==> src/rtl/seg_rx_pkg.sv <==
// Package: shared constants, mode encoding and control-nibble decode
// for the serial segment data receiver.
package seg_rx_pkg;

    localparam int BYTE_W = 8;
    localparam int NIB_W  = 4;

    typedef enum logic [1:0] {
        MODE_ALONE  = 2'd0,
        MODE_MASTER = 2'd1,
        MODE_SLAVE  = 2'd2
    } rx_mode_t;

    // True when the nibble is one of the defined control codes.
    function automatic logic ctrl_known(input logic [NIB_W-1:0] nib);
        return (nib == 4'b0011) || (nib == 4'b0001) ||
               (nib == 4'b1110) || (nib == 4'b0110);
    endfunction

    // Next mode for a control nibble; unknown codes keep the current mode.
    function automatic rx_mode_t ctrl_decode(input logic [NIB_W-1:0] nib,
                                             input rx_mode_t cur);
        case (nib)
            4'b0011:          return MODE_ALONE;
            4'b0001:          return MODE_MASTER;
            4'b1110, 4'b0110: return MODE_SLAVE;
            default:          return cur;
        endcase
    endfunction

endpackage

==> src/rtl/seg_rx_sync.sv <==
// Module: multi-stage synchronizer for a bundle of asynchronous inputs.
// Assumes the inputs are slow against clk; each bit is synchronized
// separately, so the bits of the bundle may skew by one clock.
module seg_rx_sync #(
    parameter int STAGES = 2,
    parameter int WIDTH  = 3,
    parameter logic [WIDTH-1:0] RST_VAL = '0
) (
    input  logic             clk,
    input  logic             rst_n,
    input  logic [WIDTH-1:0] d_async,
    output logic [WIDTH-1:0] q_sync
);

    logic [WIDTH-1:0] pipe [STAGES];

    genvar s;
    generate
        for (s = 0; s < STAGES; s++) begin : g_stage
            if (s == 0) begin : g_first
                // First flop captures the raw asynchronous inputs.
                always_ff @(posedge clk) begin
                    if (!rst_n) pipe[0] <= RST_VAL;
                    else        pipe[0] <= d_async;
                end
            end else begin : g_next
                // Later flops let any metastability settle.
                always_ff @(posedge clk) begin
                    if (!rst_n) pipe[s] <= RST_VAL;
                    else        pipe[s] <= pipe[s-1];
                end
            end
        end
    endgenerate

    assign q_sync = pipe[STAGES-1];

endmodule

==> src/rtl/seg_rx_shift.sv <==
// Module: edge detection, bit/byte counting and shift register.
// Emits a one-cycle commit strobe with the byte index and value when
// the eighth bit of a byte arrives. Assumes synchronized inputs.
module seg_rx_shift
    import seg_rx_pkg::*;
#(
    parameter int FRAME_BYTES = 5,
    localparam int IDX_W = $clog2(FRAME_BYTES + 1),
    localparam int BIT_W = $clog2(BYTE_W)
) (
    input  logic              clk,
    input  logic              rst_n,
    input  logic              cs_s,
    input  logic              sclk_s,
    input  logic              sdi_s,
    output logic              commit,
    output logic [IDX_W-1:0]  commit_idx,
    output logic [BYTE_W-1:0] commit_byte
);

    logic              sclk_p, cs_p;
    logic              sclk_rise, cs_fall, clear, take;
    logic [BIT_W-1:0]  bit_cnt;
    logic [IDX_W-1:0]  byte_cnt;
    logic [BYTE_W-1:0] shreg;
    logic              last_bit;

    // Keep the previous synchronized levels for edge detection.
    always_ff @(posedge clk) begin
        if (!rst_n) begin
            sclk_p <= 1'b0;
            cs_p   <= 1'b1;
        end else begin
            sclk_p <= sclk_s;
            cs_p   <= cs_s;
        end
    end

    assign sclk_rise = sclk_s & ~sclk_p;
    assign cs_fall   = cs_p & ~cs_s;
    assign clear     = cs_s | cs_fall;
    assign take      = sclk_rise & ~clear & (byte_cnt < IDX_W'(FRAME_BYTES));
    assign last_bit  = (bit_cnt == BIT_W'(BYTE_W - 1));

    // Count bits and bytes; clear while deselected or on a select fall.
    always_ff @(posedge clk) begin
        if (!rst_n || clear) begin
            bit_cnt  <= '0;
            byte_cnt <= '0;
            shreg    <= '0;
        end else if (take) begin
            shreg <= {shreg[BYTE_W-2:0], sdi_s};
            if (last_bit) begin
                bit_cnt  <= '0;
                byte_cnt <= byte_cnt + 1'b1;
            end else begin
                bit_cnt <= bit_cnt + 1'b1;
            end
        end
    end

    // Register the commit strobe with the completed byte.
    always_ff @(posedge clk) begin
        if (!rst_n) begin
            commit      <= 1'b0;
            commit_idx  <= '0;
            commit_byte <= '0;
        end else begin
            commit <= take & last_bit;
            if (take && last_bit) begin
                commit_idx  <= byte_cnt;
                commit_byte <= {shreg[BYTE_W-2:0], sdi_s};
            end
        end
    end

    AST_CS_FALL_CLEARS: assert property (@(posedge clk) disable iff (!rst_n)
        cs_fall |=> (bit_cnt == '0 && byte_cnt == '0));
    AST_NO_OVERFLOW: assert property (@(posedge clk) disable iff (!rst_n)
        byte_cnt <= IDX_W'(FRAME_BYTES));
    AST_FULL_IGNORES: assert property (@(posedge clk) disable iff (!rst_n)
        (byte_cnt == IDX_W'(FRAME_BYTES) && !cs_s && !cs_fall) |=> !commit && byte_cnt == IDX_W'(FRAME_BYTES));
    AST_DESEL_NO_COMMIT: assert property (@(posedge clk) disable iff (!rst_n)
        cs_s |=> !commit);

endmodule

==> src/rtl/seg_rx_regs.sv <==
// Module: digit, special-segment and mode registers.
// Writes a committed byte to the register picked by its index; the
// last index is the trailer (special bits plus control nibble).
module seg_rx_regs
    import seg_rx_pkg::*;
#(
    parameter int NUM_DIGITS = 4,
    localparam int FRAME_BYTES = NUM_DIGITS + 1,
    localparam int IDX_W = $clog2(FRAME_BYTES + 1)
) (
    input  logic                         clk,
    input  logic                         rst_n,
    input  logic                         commit,
    input  logic [IDX_W-1:0]             commit_idx,
    input  logic [BYTE_W-1:0]            commit_byte,
    output logic [NUM_DIGITS*BYTE_W-1:0] digit_q,
    output logic [NIB_W-1:0]             sp_q,
    output rx_mode_t                     mode_q
);

    logic              is_ctrl;
    logic [NIB_W-1:0]  ctrl_nib;

    assign is_ctrl  = commit && (commit_idx == IDX_W'(NUM_DIGITS));
    assign ctrl_nib = commit_byte[BYTE_W-1:NIB_W];

    genvar g;
    generate
        for (g = 0; g < NUM_DIGITS; g++) begin : g_digit
            // Load digit g when its byte index is committed.
            always_ff @(posedge clk) begin
                if (!rst_n)
                    digit_q[g*BYTE_W +: BYTE_W] <= '0;
                else if (commit && commit_idx == IDX_W'(g))
                    digit_q[g*BYTE_W +: BYTE_W] <= commit_byte;
            end
        end
    endgenerate

    // Trailer byte: special bits always, mode only for a known code.
    always_ff @(posedge clk) begin
        if (!rst_n) begin
            sp_q   <= '0;
            mode_q <= MODE_ALONE;
        end else if (is_ctrl) begin
            sp_q   <= commit_byte[NIB_W-1:0];
            mode_q <= ctrl_decode(ctrl_nib, mode_q);
        end
    end

    AST_DIGIT_HOLD: assert property (@(posedge clk) disable iff (!rst_n)
        !commit |=> $stable(digit_q));
    AST_UNKNOWN_KEEPS_MODE: assert property (@(posedge clk) disable iff (!rst_n)
        (is_ctrl && !ctrl_known(ctrl_nib)) |=> $stable(mode_q));
    AST_TRAILER_SP: assert property (@(posedge clk) disable iff (!rst_n)
        is_ctrl |=> sp_q == $past(commit_byte[NIB_W-1:0]));

endmodule

==> src/rtl/seg_serial_rx.sv <==
// Module: top of the serial segment data receiver.
// Synchronizes the three-wire link, assembles bytes and holds the
// digit, special-segment and mode registers. Assumes each sclk phase
// lasts longer than SYNC_STAGES+1 clk cycles.
module seg_serial_rx
    import seg_rx_pkg::*;
#(
    parameter int NUM_DIGITS  = 4,
    parameter int SYNC_STAGES = 2,
    localparam int FRAME_BYTES = NUM_DIGITS + 1,
    localparam int IDX_W = $clog2(FRAME_BYTES + 1)
) (
    input  logic                         clk,
    input  logic                         rst_n,
    input  logic                         cs_n,
    input  logic                         sclk,
    input  logic                         sdi,
    output logic [NUM_DIGITS*BYTE_W-1:0] digit_q,
    output logic [NIB_W-1:0]             seg_sp,
    output logic [1:0]                   mode_q,
    output logic                         bpa_osc_in,
    output logic                         bpc_osc_out
);

    logic [2:0]        sync_q;
    logic              commit;
    logic [IDX_W-1:0]  commit_idx;
    logic [BYTE_W-1:0] commit_byte;
    rx_mode_t          mode;

    seg_rx_sync #(
        .STAGES (SYNC_STAGES),
        .WIDTH  (3),
        .RST_VAL(3'b100)
    ) u_sync (
        .clk    (clk),
        .rst_n  (rst_n),
        .d_async({cs_n, sclk, sdi}),
        .q_sync (sync_q)
    );

    seg_rx_shift #(
        .FRAME_BYTES(FRAME_BYTES)
    ) u_shift (
        .clk        (clk),
        .rst_n      (rst_n),
        .cs_s       (sync_q[2]),
        .sclk_s     (sync_q[1]),
        .sdi_s      (sync_q[0]),
        .commit     (commit),
        .commit_idx (commit_idx),
        .commit_byte(commit_byte)
    );

    seg_rx_regs #(
        .NUM_DIGITS(NUM_DIGITS)
    ) u_regs (
        .clk        (clk),
        .rst_n      (rst_n),
        .commit     (commit),
        .commit_idx (commit_idx),
        .commit_byte(commit_byte),
        .digit_q    (digit_q),
        .sp_q       (seg_sp),
        .mode_q     (mode)
    );

    assign mode_q      = mode;
    assign bpa_osc_in  = (mode == MODE_SLAVE);
    assign bpc_osc_out = (mode == MODE_MASTER);

    AST_PIN_EXCLUSIVE: assert property (@(posedge clk) disable iff (!rst_n)
        !(bpa_osc_in && bpc_osc_out));
    AST_MODE_LEGAL: assert property (@(posedge clk) disable iff (!rst_n)
        mode_q != 2'd3);

endmodule

==> config.mk <==
export PLATFORM = sky130hd
export DESIGN_NAME = seg_serial_rx
export DESIGN_NICKNAME = d
export VERILOG_FILES = /design/src/rtl/seg_rx_pkg.sv /design/src/rtl/seg_rx_sync.sv /design/src/rtl/seg_rx_shift.sv /design/src/rtl/seg_rx_regs.sv /design/src/rtl/seg_serial_rx.sv
export SDC_FILE = /design/constraint.sdc
export NUM_CORES = 1
export LEC_CHECK = 0
export BUFFER_PORTS_ARGS = -buffer_cell sky130_fd_sc_hd__buf_2
export CORE_AREA = 2 2 76 78
export CTS_BUF_LIST = sky130_fd_sc_hd__clkbuf_4 sky130_fd_sc_hd__clkbuf_8
export DETAILED_ROUTE_END_ITERATION = 7
export DIE_AREA = 0 0 78 80
export HOLD_SLACK_MARGIN = 0.06
export PLACE_DENSITY_LB_ADDON = 0.08
export SYNTH_ARGS = -nofsm -noshare
export SYNTH_HDL_FRONTEND = slang
export SYNTH_SLANG_ARGS = --single-unit
==> constraint.sdc <==
create_clock -name clk -period 1.4 [get_ports clk]
set_input_delay 0.07 -clock clk [delete_from_list [all_inputs] [get_ports clk]]
set_output_delay 0.07 -clock clk [all_outputs]
set_load 0.1 [all_outputs]
==> flow_summary.json <==
{
  "status": "complete, but fails checks",
  "violations": "setup timing",
  "std_cell_rows": 27,
  "setup_viol": 22,
  "cts_sinks": 71,
  "p_seq_frac": 0.497,
  "numCtsBuffers": 9,
  "grt_use_total": 0.2120,
  "fp.coreArea_um2": 5405,
  "stdcell_area_um2": 3562,
  "synth_top_family_by_area": "simple AND/OR/NAND/NOR gates",
  "wl_per_cell_um": 13.81,
  "rsz0062_at_grt": "yes",
  "pwr-share-clk": 0.489,
  "grt_max_degree": 40,
  "ys_seq_elements": 71,
  "clk_latency_ns": 0.35,
  "synth_area_um2": 2706,
  "worstPathMaxFanout": 6,
  "cp.arrival_ns": 1.82,
  "start_util": 0.5007,
  "ys_seq_area_frac": 0.5252,
  "placed_area_um2": 3171,
  "drtPass1Iterations": 4,
  "grt_antenna_before_repair": 0,
  "area_delta_synth_final_pct": 31.62,
  "timing.fmax_mhz": 650.6,
  "syn_nets": 304,
  "post-route-min-period_ns": 1.537,
  "grt_pass1_vias": 2117,
  "fin_skew_ns": 0.006959,
  "timing_worst_setup_path_type": "flip-flop to flip-flop",
  "setup_ws_ns": -0.1371,
  "nNetsFinal": 372,
  "grt_pass1_wl_um": 10140,
  "finalMaxSlewViolations": 0,
  "hold_viol": 0,
  "syn_inst": 296,
  "syn_area_per_cell_um2": 9.143,
  "globalRoute.totalOverflow": 0,
  "regArea_um2": 1434,
  "powerDensity_nw_per_um2": 1145,
  "die_area_um2": 6240,
  "synth_edf_count": 0,
  "muxShareOfSynthArea": 0.1110,
  "cts_tree": "done",
  "ys.warnings.count": 0,
  "synth-compound-area-share": 0.09940,
  "worstMarginPinSlew_ns": 0.4948,
  "portBuffers": 44,
  "multi_input_area_um2": 1251,
  "drc": 0,
  "drv_cap": 0,
  "clkSlewWorstSetupHoldPaths_ns": 0.07,
  "grtUsageMet1": 0.2707,
  "synthFlopType": "dfxtp_1",
  "htree_levels": 3,
  "post-route-util": 0.6590,
  "cp-end-kind": "flip-flop",
  "fin_cells": 441,
  "relSlewSlack": 0.6724,
  "cts_root_buffer": "clkbuf_8",
  "synth_xor_area_frac": 0,
  "synth-simple-area-share": 0.2108,
  "gr-usage-met2": 0.3302,
  "via_per_inst": 5.190,
  "power_frac_comb": 0.014,
  "pre_cts_ws_ns": -0.2173,
  "die_w_um": 78,
  "p_sw_w": 0.0008100,
  "intPower_w": 0.003269,
  "vias": 2289,
  "finalCritPeriodShare": 1.098,
  "fillers": 467,
  "grtUsageMet3": 0.05204,
  "hold_path.class": "input pin to flip-flop",
  "dp_hpwl_um": 3771,
  "busiest_layer": "met2",
  "cp-start-kind": "flip-flop",
  "final_common_cell": "dfxtp_1",
  "drt_iter0_markers": 114,
  "vdd_drop_max_mv": 0.8819,
  "cellLeakagePower_nw": 1.358,
  "n_antenna_cell": 0,
  "async_flop_share": 0,
  "die_y_um": 80,
  "gp_congestion": 0.7645,
  "cts_buffer_depth": 2,
  "drt-total-wl_um": 6092,
  "drtAntennaViolNets": 0,
  "layout_common_cells": "65 x dfxtp_1, 53 x nand2_1, 42 x buf_2",
  "required_ns": 1.69,
  "synth.distinct_cells": 36,
  "place_inst": 418,
  "swShare": 0.1986,
  "post_route_cells_drive_above_1_share": 0.3062,
  "synthAdderAreaFrac": 0.01387,
  "io_pins": 45
}
==> cells by family (layout without fill, tap and decap cells) <==
logic type	after synthesis	after routing
and+or+nand+nor	117	117
buffers and inverters	26	99
muxes	30	30
AOI/OAI and AO/OA	49	49
DFF	71	71
adders and majority gates	3	3
==> what timing repair did <==
action / 4_1_cts / 5_1_grt
hold endpoints to repair: 3 / 0
cloned: 1 / 0
gates resized for setup: 9 / 17
pin swaps: 0 / 2
endpoints found under the setup margin: 27 / 51
hold buffers: 3 / 0
buffers inserted: 0 / 3
==> registers in the layout, summed over array words and instances (netlist names) <==
register             flops
u_regs.digit_q          32
u_shift.commit_byte      8
u_shift.shreg            7
u_sync.pipe              6
u_regs.sp_q              4
u_shift.bit_cnt          3
u_shift.byte_cnt         3
u_shift.commit_idx       3
u_regs.mode_q            2
u_shift.commit           1
u_shift.cs_p             1
u_shift.sclk_p           1
==> final timing paths <==
| kind | from | endpoint | slack (ns) | cells after the start |
|---|---|---|---|---|
| max | u_shift.cs_p | u_shift.byte_cnt[0] | -0.14 | 3 |
| min | rst_n | u_sync.pipe[0][2] | 0.16 | 3 |
| max reg2reg | u_shift.cs_p | u_shift.byte_cnt[0] | -0.14 | 3 |
| min reg2reg | u_sync.pipe[0][2] | u_sync.pipe[1][2] | 0.42 | 1 |
==> Yosys cell counts, types with 2 or more instances <==
cell type   n  share of area
nand3_1     9          0.017
dfxtp_1    71           0.53
ha_1        3          0.014
nand2_1    53          0.074
inv_1       3         0.0042
o31ai_1     2         0.0055
nand2b_1    3         0.0069
clkbuf_1   17          0.024
or4_1       2         0.0055
nor2_1     24          0.033
and4b_1     2         0.0074
o21ai_0     7          0.013
and2_1      6          0.014
nor3_1      3         0.0055
mux2i_1    30           0.11
or4b_1      2         0.0074
nor4bb_1    3          0.011
o21ai_1     4         0.0074
a31oi_1     3         0.0069
a21oi_1    28          0.052
buf_2       4         0.0074
o21a_1      2         0.0055
nand4_1     2         0.0046
==> stage by stage <==
| step | power [W] | setup TNS (ns) | hold slack, ns |
|---|---|---|---|
| after floorplan | 0.002107 | -1.605 | 0.1715 |
| after global placement | 0.002125 | -3.086 | 0.2542 |
| after detailed placement | 0.002125 | -3.076 | 0.2553 |
| after CTS | 0.004117 | -1.704 | 0.1541 |
| after global routing | 0.004211 | -2.983 | 0.1870 |
| final | 0.004079 | -1.620 | 0.1573 |
==> area by class of cell <==
type | instances | share of cell area
tap | 72 | 0.02529
timing repair buffer | 80 | 0.1489
multi-input combinational | 199 | 0.3512
clock buffer | 10 | 0.03864
sequential | 71 | 0.4025
inverter | 3 | 0.003161
clock inverter | 6 | 0.03021
==> critical path: stages, from the launching register on <==
cell and delay (ns):
dfxtp_1 0.31, or4b_4 0.59, or4_1 0.43, a21oi_2 0.14
==> power by group through the flow <==
stage	combinational [W]	sequential, W	clock, W
CTS	0.0000557	0.00203	0.00203
finish	0.0000554	0.00203	0.00200
global placement	0.0000491	0.00208	0
detailed placement	0.0000492	0.00208	0
global route	0.0000626	0.00203	0.00212
floorplan	0.0000323	0.00208	0
==> layer usage <==
metal,routed length [um],vias to the layer above
met1,2775,1062
met5,0,-
met4,150,0
met3,358,14
li1,-,1151
met2,2807,62
No activity file was read; power rests on OpenSTA's default activity.
